$ cat src/rtl/ts_sec_extend_pkg.sv
// Package: shared widths of the descriptor timestamp layout.
// Assumes 32-bit descriptor words and a 48-bit seconds counter.
package ts_sec_extend_pkg;
    localparam int DESC_W = 32;
    localparam int SEC_FULL_W = 48;
    typedef logic [DESC_W-1:0] desc_word_t;
endpackage

$ cat src/rtl/ts_field_unpack.sv
// Splits the two descriptor timestamp words into nanoseconds and the
// truncated seconds field. Assumes TRUNC_W is wider than the number of
// seconds bits held above the nanoseconds in word A.
module ts_field_unpack
    import ts_sec_extend_pkg::*;
#(
    parameter int NS_W    = 30,
    parameter int TRUNC_W = 6
) (
    input  desc_word_t         word_a,
    input  desc_word_t         word_b,
    output logic [NS_W-1:0]    ns,
    output logic [TRUNC_W-1:0] trunc_sec
);
    localparam int LO_W = DESC_W - NS_W;
    localparam int HI_W = TRUNC_W - LO_W;

    logic unused_word_b;

    // Nanoseconds sit in the low part of word A.
    always_comb ns = word_a[NS_W-1:0];

    // Truncated seconds: word B low bits above word A top bits.
    always_comb trunc_sec = {word_b[HI_W-1:0], word_a[DESC_W-1:NS_W]};

    // Upper bits of word B carry nothing for this unit.
    always_comb unused_word_b = &{1'b0, word_b[DESC_W-1:HI_W]};
endmodule

$ cat src/rtl/ts_sec_merge.sv
// Joins the truncated seconds with the upper bits of the live timer and
// steps the upper part back by one when the truncated field has wrapped.
// Assumes the frame is younger than 2^(TRUNC_W-1) seconds.
module ts_sec_merge #(
    parameter int SEC_W   = 48,
    parameter int TRUNC_W = 6
) (
    input  logic [TRUNC_W-1:0] trunc_sec,
    input  logic [SEC_W-1:0]   live_sec,
    output logic [SEC_W-1:0]   full_sec,
    output logic               wrapped
);
    localparam int UP_W = SEC_W - TRUNC_W;

    logic [UP_W-1:0] upper;
    logic            unused_live;

    // Wrap: captured top bit set while the live timer's is already clear.
    always_comb wrapped = trunc_sec[TRUNC_W-1] & ~live_sec[TRUNC_W-1];

    // Upper seconds from the live timer, one less after a wrap.
    always_comb upper = live_sec[SEC_W-1:TRUNC_W] - UP_W'(wrapped);

    // Final seconds value.
    always_comb full_sec = {upper, trunc_sec};

    // Live bits below the top truncated bit are not needed.
    always_comb unused_live = &{1'b0, live_sec[TRUNC_W-2:0]};
endmodule

$ cat src/rtl/ts_sec_extend.sv
// Top: accepts a descriptor timestamp when its valid flag is set and
// registers the rebuilt seconds and nanoseconds one cycle later with a
// single-cycle strobe. Outputs hold between results.
module ts_sec_extend
    import ts_sec_extend_pkg::*;
#(
    parameter int NS_W    = 30,
    parameter int TRUNC_W = 6,
    parameter int SEC_W   = SEC_FULL_W
) (
    input  logic              clk,
    input  logic              rst_n,
    input  logic              in_valid,
    input  logic              in_ts_ok,
    input  logic [31:0]       in_word_a,
    input  logic [31:0]       in_word_b,
    input  logic [SEC_W-1:0]  live_sec,
    output logic              out_valid,
    output logic [SEC_W-1:0]  out_sec,
    output logic [NS_W-1:0]   out_ns
);
    logic [NS_W-1:0]    ns_c;
    logic [TRUNC_W-1:0] trunc_c;
    logic [SEC_W-1:0]   sec_c;
    logic               wrap_c;
    logic               accept;
    logic               unused_wrap;

    ts_field_unpack #(.NS_W(NS_W), .TRUNC_W(TRUNC_W)) u_unpack (
        .word_a    (in_word_a),
        .word_b    (in_word_b),
        .ns        (ns_c),
        .trunc_sec (trunc_c)
    );

    ts_sec_merge #(.SEC_W(SEC_W), .TRUNC_W(TRUNC_W)) u_merge (
        .trunc_sec (trunc_c),
        .live_sec  (live_sec),
        .full_sec  (sec_c),
        .wrapped   (wrap_c)
    );

    // Accept only descriptors whose timestamp is marked valid.
    always_comb accept = in_valid & in_ts_ok;

    // Wrap flag is informational inside the merge stage only.
    always_comb unused_wrap = &{1'b0, wrap_c};

    // Output register: strobe follows accept, data loads on accept.
    always_ff @(posedge clk) begin
        if (!rst_n) begin
            out_valid <= 1'b0;
            out_sec   <= '0;
            out_ns    <= '0;
        end else begin
            out_valid <= accept;
            if (accept) begin
                out_sec <= sec_c;
                out_ns  <= ns_c;
            end
        end
    end
endmodule

$ cat config.mk
export PLATFORM = sky130hd
export DESIGN_NAME = ts_sec_extend
export DESIGN_NICKNAME = d
export VERILOG_FILES = /design/src/rtl/ts_sec_extend_pkg.sv /design/src/rtl/ts_field_unpack.sv /design/src/rtl/ts_sec_merge.sv /design/src/rtl/ts_sec_extend.sv
export SDC_FILE = /design/constraint.sdc
export NUM_CORES = 1
export LEC_CHECK = 0
export BUFFER_PORTS_ARGS = -buffer_cell sky130_fd_sc_hd__buf_2
export CAP_MARGIN = 40
export CORE_AREA = 2 2 102 85
export CTS_CLUSTER_DIAMETER = 150
export DETAILED_ROUTE_END_ITERATION = 8
export DIE_AREA = 0 0 104 87
export GPL_TIMING_DRIVEN = 0
export PLACE_DENSITY_LB_ADDON = 0.25
export SYNTH_ARGS = -nofsm -noshare
export SYNTH_HDL_FRONTEND = slang
export SYNTH_SLANG_ARGS = --single-unit
$ cat constraint.sdc
create_clock -name clk -period 2.9 [get_ports clk]
set_input_delay 0.435 -clock clk [delete_from_list [all_inputs] [get_ports clk]]
set_output_delay 0.435 -clock clk [all_outputs]
set_load 0.01 [all_outputs]
==> results of run 1 <==
worst min-delay path, delay by kind of cell:
family | cells | cell delay (ns)
AND/OR/NAND/NOR | 1 | 0.04
AO/OA/AOI/OAI | 1 | 0.05
buffers and inverters | 1 | 0.10
layout make-up:
cell class	count	area share, %
multi-input cells	312	37.78
inverters	4	0.3273
well taps	112	3.055
repair buffers	162	17.73
clock buffers	11	2.864
clock inverters	5	1.282
plain buffers	28	2.482
flip-flops and latches	79	34.48
metrics by stage:
stage,hold WS [ns],cells
2_1_floorplan,0.4805,423
3_3_place_gp,0.4391,696
3_5_place_dp,0.4430,697
4_1_cts,0.3092,713
5_1_grt,0.3055,713
6_report,0.3208,713
layer usage:
metal	global-route usage (%)	routed length, µm	part of all wire [%]
met5	0	0	0
met4	7.494	136	1.3
met3	3.964	611	6.0
met2	35.29	4823	47
met1	28.82	4664	46
repair_timing:
| item | CTS | global route |
|---|---|---|
| resized for setup | 0 | 1 |
| hold buffers | 0 | 0 |
| setup endpoints to repair | 0 | 8 |
cells in the final DEF, fill, tap and decap left out, types with 2 or more instances in the layout:
| cell type | n |
|---|---|
| a31oi_1 | 5 |
| or3_1 | 10 |
| clkbuf_8 | 9 |
| nand4_1 | 3 |
| nand3_1 | 5 |
| nand2b_1 | 2 |
| or4_1 | 11 |
| clkbuf_1 | 27 |
| nor4_1 | 9 |
| xnor2_1 | 20 |
| inv_1 | 4 |
| a311oi_1 | 2 |
| xor2_1 | 13 |
| buf_2 | 162 |
| a211oi_1 | 11 |
| clkinvlp_4 | 2 |
| nor3_1 | 11 |
| or3_2 | 2 |
| o21ai_0 | 33 |
| dfxtp_1 | 79 |
| o31ai_1 | 3 |
| nand2_1 | 77 |
| a21oi_1 | 60 |
| nor2b_1 | 2 |
| ha_1 | 2 |
| nor2_1 | 22 |
worst max-delay path by stage:
stage,depth (start not counted),from,to
after floorplan,7,in_word_b[3],out_sec[47]$_SDFFE_PN0P_
after global placement,8,in_word_b[3],out_sec[47]$_SDFFE_PN0P_
after detailed placement,10,in_word_b[3],out_sec[38]$_SDFFE_PN0P_
after CTS,10,in_word_b[3],out_sec[38]$_SDFFE_PN0P_
after global routing,10,in_word_b[3],out_sec[38]$_SDFFE_PN0P_
final,10,in_word_b[3],out_sec[38]$_SDFFE_PN0P_
cell families after synthesis:
logic type	count (synthesis)	share of synthesized area [%]
and+or+nand+nor	163	23.08
adders and majority gates	2	0.7280
xor gates and xnor gates	33	8.409
DFF	79	46.01
buffers and inverters	32	3.749
AOI/OAI and AO/OA	114	18.02
power by group:
part	switching, mW	leakage, nW	internal [mW]
sequential	0.0283	0.649	1.15
combinational	0.201	1.19	0.143
clock	0.404	0.0895	0.399
sequential cells by signal (all words and copies together) (netlist names):
name       flops
out_sec       48
out_ns        30
out_valid      1
==> flow_metrics.env, run 1 <==
export IMPL_wirelength_mm=10.24
export IMPL_worstMarginPinSlew_ns=0.5600
export IMPL_yosys_warnings=0
export IMPL_register_area_um2=1582
export IMPL_ant_nets=0
export IMPL_setup_slack_ns=0.1874
export IMPL_yosys_area_top_type="dfxtp_1"
export IMPL_path_delay_family="simple AND/OR/NAND/NOR gates"
export IMPL_syn_inst=423
export IMPL_p_per_area_nw_per_um2=506.1
export IMPL_cp_end_kind="register"
export IMPL_period_share_pct=93.54
export IMPL_row_count=30
export IMPL_cts_htree_levels=3
export IMPL_max_freq_mhz=368.7
export IMPL_synth_nets=541
export IMPL_path_buf_inv=2
export IMPL_avgSynthCellArea_um2=8.125
export IMPL_synth_edf_count=0
export IMPL_finalHoldViolations=0
export IMPL_fin_nets=714
export IMPL_fin_skew_ns=0
export IMPL_clock_sinks=79
export IMPL_drive_gt1_share_pct=30.78
export IMPL_async_reset_ff_share_pct=0
export IMPL_multi_input_area_um2=1733
export IMPL_maxSlewHeadroom_pct=62.66
export IMPL_grt_usage_pct=21.52
export IMPL_post_synth_top_count_cell="dfxtp_1"
export IMPL_vias=3639
export IMPL_worst_setup_path_start_kind="input port"
export IMPL_num_io_pins=195
export IMPL_hold_start="in_word_a[30]"
export IMPL_grt_pass1_vias=3236
export IMPL_rsz0062_at_grt="false"
export IMPL_cts_made_buffers=9
export IMPL_synthFlopType="dfxtp_1"
export IMPL_clk_pin_slew_worst_paths_ns=0.08
export IMPL_grt_overflow=0
export IMPL_total_power_mw=2.321
export IMPL_numPortBuffers=161
export IMPL_area_growth_pct=33.45
export IMPL_vias_per_cell=5.104
export IMPL_yosysSeqAreaShare_pct=46.01
export IMPL_path_cells="buf_2 > nor2b_1 > ha_1 > ha_1 > nor4b_2 > nand4_1 > or3_1 > buf_2 > or4_1 > a31oi_1"
export IMPL_synthTopCellsByCount="79 x dfxtp_1, 77 x nand2_1, 60 x a21oi_1, 33 x o21ai_0, 25 x clkbuf_1"
export IMPL_fin_util_pct=56.57
export IMPL_r2r_slack_ns=2.11
export IMPL_die_y_um=87
export IMPL_wl_per_cell_um=14.35
export IMPL_leakagePower_nw=1.925
export IMPL_grt_pass1_wl_mm=15.82
export IMPL_dpl_instance_area_um2=4390
export IMPL_cp_required_ns=3.18
export IMPL_r2r_start="out_sec[15]$_SDFFE_PN0P_"
export IMPL_grt_max_degree=14
export IMPL_antenna_found_initial=0
export IMPL_peakVddDrop_mv=0.2195
export IMPL_clkLatencyLatePin_ns=0.33
export IMPL_period_needed_ns=2.713
export IMPL_place_ws_ns=-0.3237
export IMPL_min_to="out_sec[0]$_SDFFE_PN0P_"
export IMPL_status="finished clean"
export IMPL_dieArea_um2=9048
export IMPL_tritoncts="done"
export IMPL_fillerInstances=808
export IMPL_synth_area_um2=3437
export IMPL_drt_first_pass_iters=5
export IMPL_yosys_area_top_type_share_pct=46.01
export IMPL_synth_top_cells_by_area="dfxtp_1 46%, a21oi_1 8.7%, nand2_1 8.4%"
export IMPL_fin_setup_tns_ns=0
export IMPL_worst_path_largest_cell_delay_ns=0.50
export IMPL_cts_path_max_buffers=2
export IMPL_core_area_um2=8108
export IMPL_synth_cell_types=34
export IMPL_finalMaxSlewViolations=0
export IMPL_cp_max_fo=8
export IMPL_arrival_ns=2.99
export IMPL_antenna_cells=0
export IMPL_ys_ff_latch=79
export IMPL_ff2ff_path_depth=2
export IMPL_root_buffer="clkbuf_8"
export IMPL_dp_hpwl_mm=7.731
export IMPL_fin_area_um2=4587
export IMPL_hold_class="input port to register"
export IMPL_drt_iter0_drc=154
export IMPL_min_path_cells=3
export IMPL_route_detailed_drc=0
export IMPL_reg2reg_to="out_sec[15]$_SDFFE_PN0P_"
export IMPL_post_cts_setup_buffers=0
export IMPL_place_gp_congestion=0.9093
export IMPL_start_util_pct=42.39
export IMPL_maxCapViolCount=0
export IMPL_criticalPathCategory="input port to register"
export IMPL_setup_violations=0
export IMPL_die_w_um=104
export IMPL_cp_slowest_cell="or4_1"
(Power assumes the default switching activity.)
==> run 2: changes to the inputs <==
- RECOVER_POWER: default -> 50
- clock period: 2.9 -> 3.1 ns (I/O delays scaled with it)
==> flow_metrics.env, run 2 (synthesis results as in run 1) <==
export IMPL_grt_max_degree=14
export IMPL_grt_pass1_vias=3236
export IMPL_vias_per_cell=5.090
export IMPL_vias=3629
export IMPL_total_power_mw=2.161
export IMPL_drive_gt1_share_pct=17.80
export IMPL_place_gp_congestion=0.9093
export IMPL_criticalPathCategory="input port to register"
export IMPL_worstMarginPinSlew_ns=0.6006
export IMPL_clkLatencyLatePin_ns=0.33
export IMPL_cts_path_max_buffers=2
export IMPL_ff2ff_path_depth=2
export IMPL_drt_first_pass_iters=4
export IMPL_fin_nets=714
export IMPL_period_share_pct=88.85
export IMPL_numPortBuffers=161
export IMPL_grt_pass1_wl_mm=15.82
export IMPL_cp_startpoint="in_word_b[3]"
export IMPL_area_growth_pct=30.62
export IMPL_ant_nets=0
export IMPL_cts_hold_buf=0
export IMPL_multi_input_area_um2=1733
export IMPL_dieArea_um2=9048
export IMPL_cp_required_ns=3.37
export IMPL_antenna_found_initial=0
export IMPL_largest_register="out_sec"
export IMPL_worst_setup_path_start_kind="input port"
export IMPL_start_util_pct=42.39
export IMPL_hold_class="input port to register"
export IMPL_largest_reg_flops=48
export IMPL_max_freq_mhz=363.1
export IMPL_cts_resized_gates=0
export IMPL_fin_skew_ns=0
export IMPL_min_to="out_ns[18]$_SDFFE_PN0P_"
export IMPL_path_buf_inv=2
export IMPL_worst_path_largest_cell_delay_ns=0.50
export IMPL_path_cells="buf_2 > nor2b_1 > ha_1 > ha_1 > nor4b_2 > nand4_1 > or3_1 > buf_2 > or4_1 > a31oi_1"
export IMPL_setup_violations=0
export IMPL_grt_overflow=0
export IMPL_leakagePower_nw=1.614
export IMPL_finalHoldViolations=0
export IMPL_register_area_um2=1582
export IMPL_period_needed_ns=2.754
export IMPL_r2r_start="out_sec[15]$_SDFFE_PN0P_"
export IMPL_hold_start="in_word_a[18]"
export IMPL_cp_end_kind="register"
export IMPL_core_area_um2=8108
export IMPL_cp_slowest_cell="or4_1"
export IMPL_maxSlewHeadroom_pct=59.96
export IMPL_cts_htree_levels=3
export IMPL_final_common_cell="clkbuf_1"
export IMPL_die_w_um=104
export IMPL_p_per_area_nw_per_um2=481.4
export IMPL_dp_hpwl_mm=7.731
export IMPL_cts_made_buffers=9
export IMPL_top_regs="out_sec: 48 flops, out_ns: 30 flops, out_valid: 1 flops"
export IMPL_die_y_um=87
export IMPL_drt_iter0_drc=155
export IMPL_row_count=30
export IMPL_clk_pin_slew_worst_paths_ns=0.08
export IMPL_clock_sinks=79
export IMPL_route_detailed_drc=0
export IMPL_root_buffer="clkbuf_8"
export IMPL_wirelength_mm=10.33
export IMPL_finalMaxSlewViolations=0
export IMPL_grt_usage_pct=21.52
export IMPL_num_io_pins=195
export IMPL_tritoncts="done"
export IMPL_reg2reg_to="out_sec[15]$_SDFFE_PN0P_"
export IMPL_layout_common_cells="105 x clkbuf_1, 84 x buf_2, 79 x dfxtp_1"
export IMPL_maxCapViolCount=0
export IMPL_fillerInstances=832
export IMPL_r2r_slack_ns=2.30
export IMPL_wl_per_cell_um=14.49
export IMPL_rsz0062_at_grt="false"
export IMPL_status="finished clean"
export IMPL_antenna_cells=0
export IMPL_fin_util_pct=55.37
export IMPL_post_cts_setup_buffers=0
export IMPL_path_delay_family="simple AND/OR/NAND/NOR gates"
export IMPL_cp_max_fo=8
export IMPL_arrival_ns=3.03
export IMPL_peakVddDrop_mv=0.2041
export IMPL_min_path_cells=3
-- run 2: layer usage --
layer	wire (µm)	global-route usage, %	vias to the layer above
met5	0	0	-
met4	160	7.494	0
met3	578	3.964	12
met2	4807	35.29	126
met1	4782	28.82	1665
li1	-	-	1826
-- run 2: through the flow --
stage / hold slack (ns) / setup WS [ns] / setup TNS (ns) / cells / instance area (µm²)
2_1_floorplan: 0.4805 / 0.3854 / 0 / 423 / 3437
3_3_place_gp: 0.4391 / -0.2083 / -0.3501 / 696 / 4383
3_5_place_dp: 0.4430 / -0.1537 / -0.3785 / 697 / 4390
4_1_cts: 0.3392 / 0.1800 / 0 / 713 / 4581
5_1_grt: 0.3355 / 0.1971 / 0 / 713 / 4489
6_report: 0.3513 / 0.3457 / 0 / 713 / 4489
-- run 2: layout make-up --
class	count	share of cell area, %
inverter	4	0.3344
buffer	28	2.536
clock buffer	11	2.926
timing repair buffer	162	15.94
multi-input combinational	312	38.60
clock inverter	5	1.310
tap	112	3.122
sequential	79	35.23
-- run 2: power by group --
part	leakage, nW	internal [mW]	switching, mW	total, mW
clock	0.0895	0.373	0.380	0.753
sequential	0.649	1.07	0.0282	1.10
combinational	0.875	0.119	0.189	0.308
total	1.61	1.56	0.597	2.16
-- run 2: worst reg2reg max path: stages (launching register included) --
cell and delay, ns:
dfxtp_1 0.35, nor2_1 0.06, a211oi_1 0.29
-- run 2: worst max-delay path by stage --
stage / end / cells past startpoint
5_1_grt: out_sec[38]$_SDFFE_PN0P_ / 10
3_5_place_dp: out_sec[38]$_SDFFE_PN0P_ / 10
2_1_floorplan: out_sec[47]$_SDFFE_PN0P_ / 7
6_report: out_sec[38]$_SDFFE_PN0P_ / 10
3_3_place_gp: out_sec[47]$_SDFFE_PN0P_ / 8
4_1_cts: out_sec[38]$_SDFFE_PN0P_ / 10
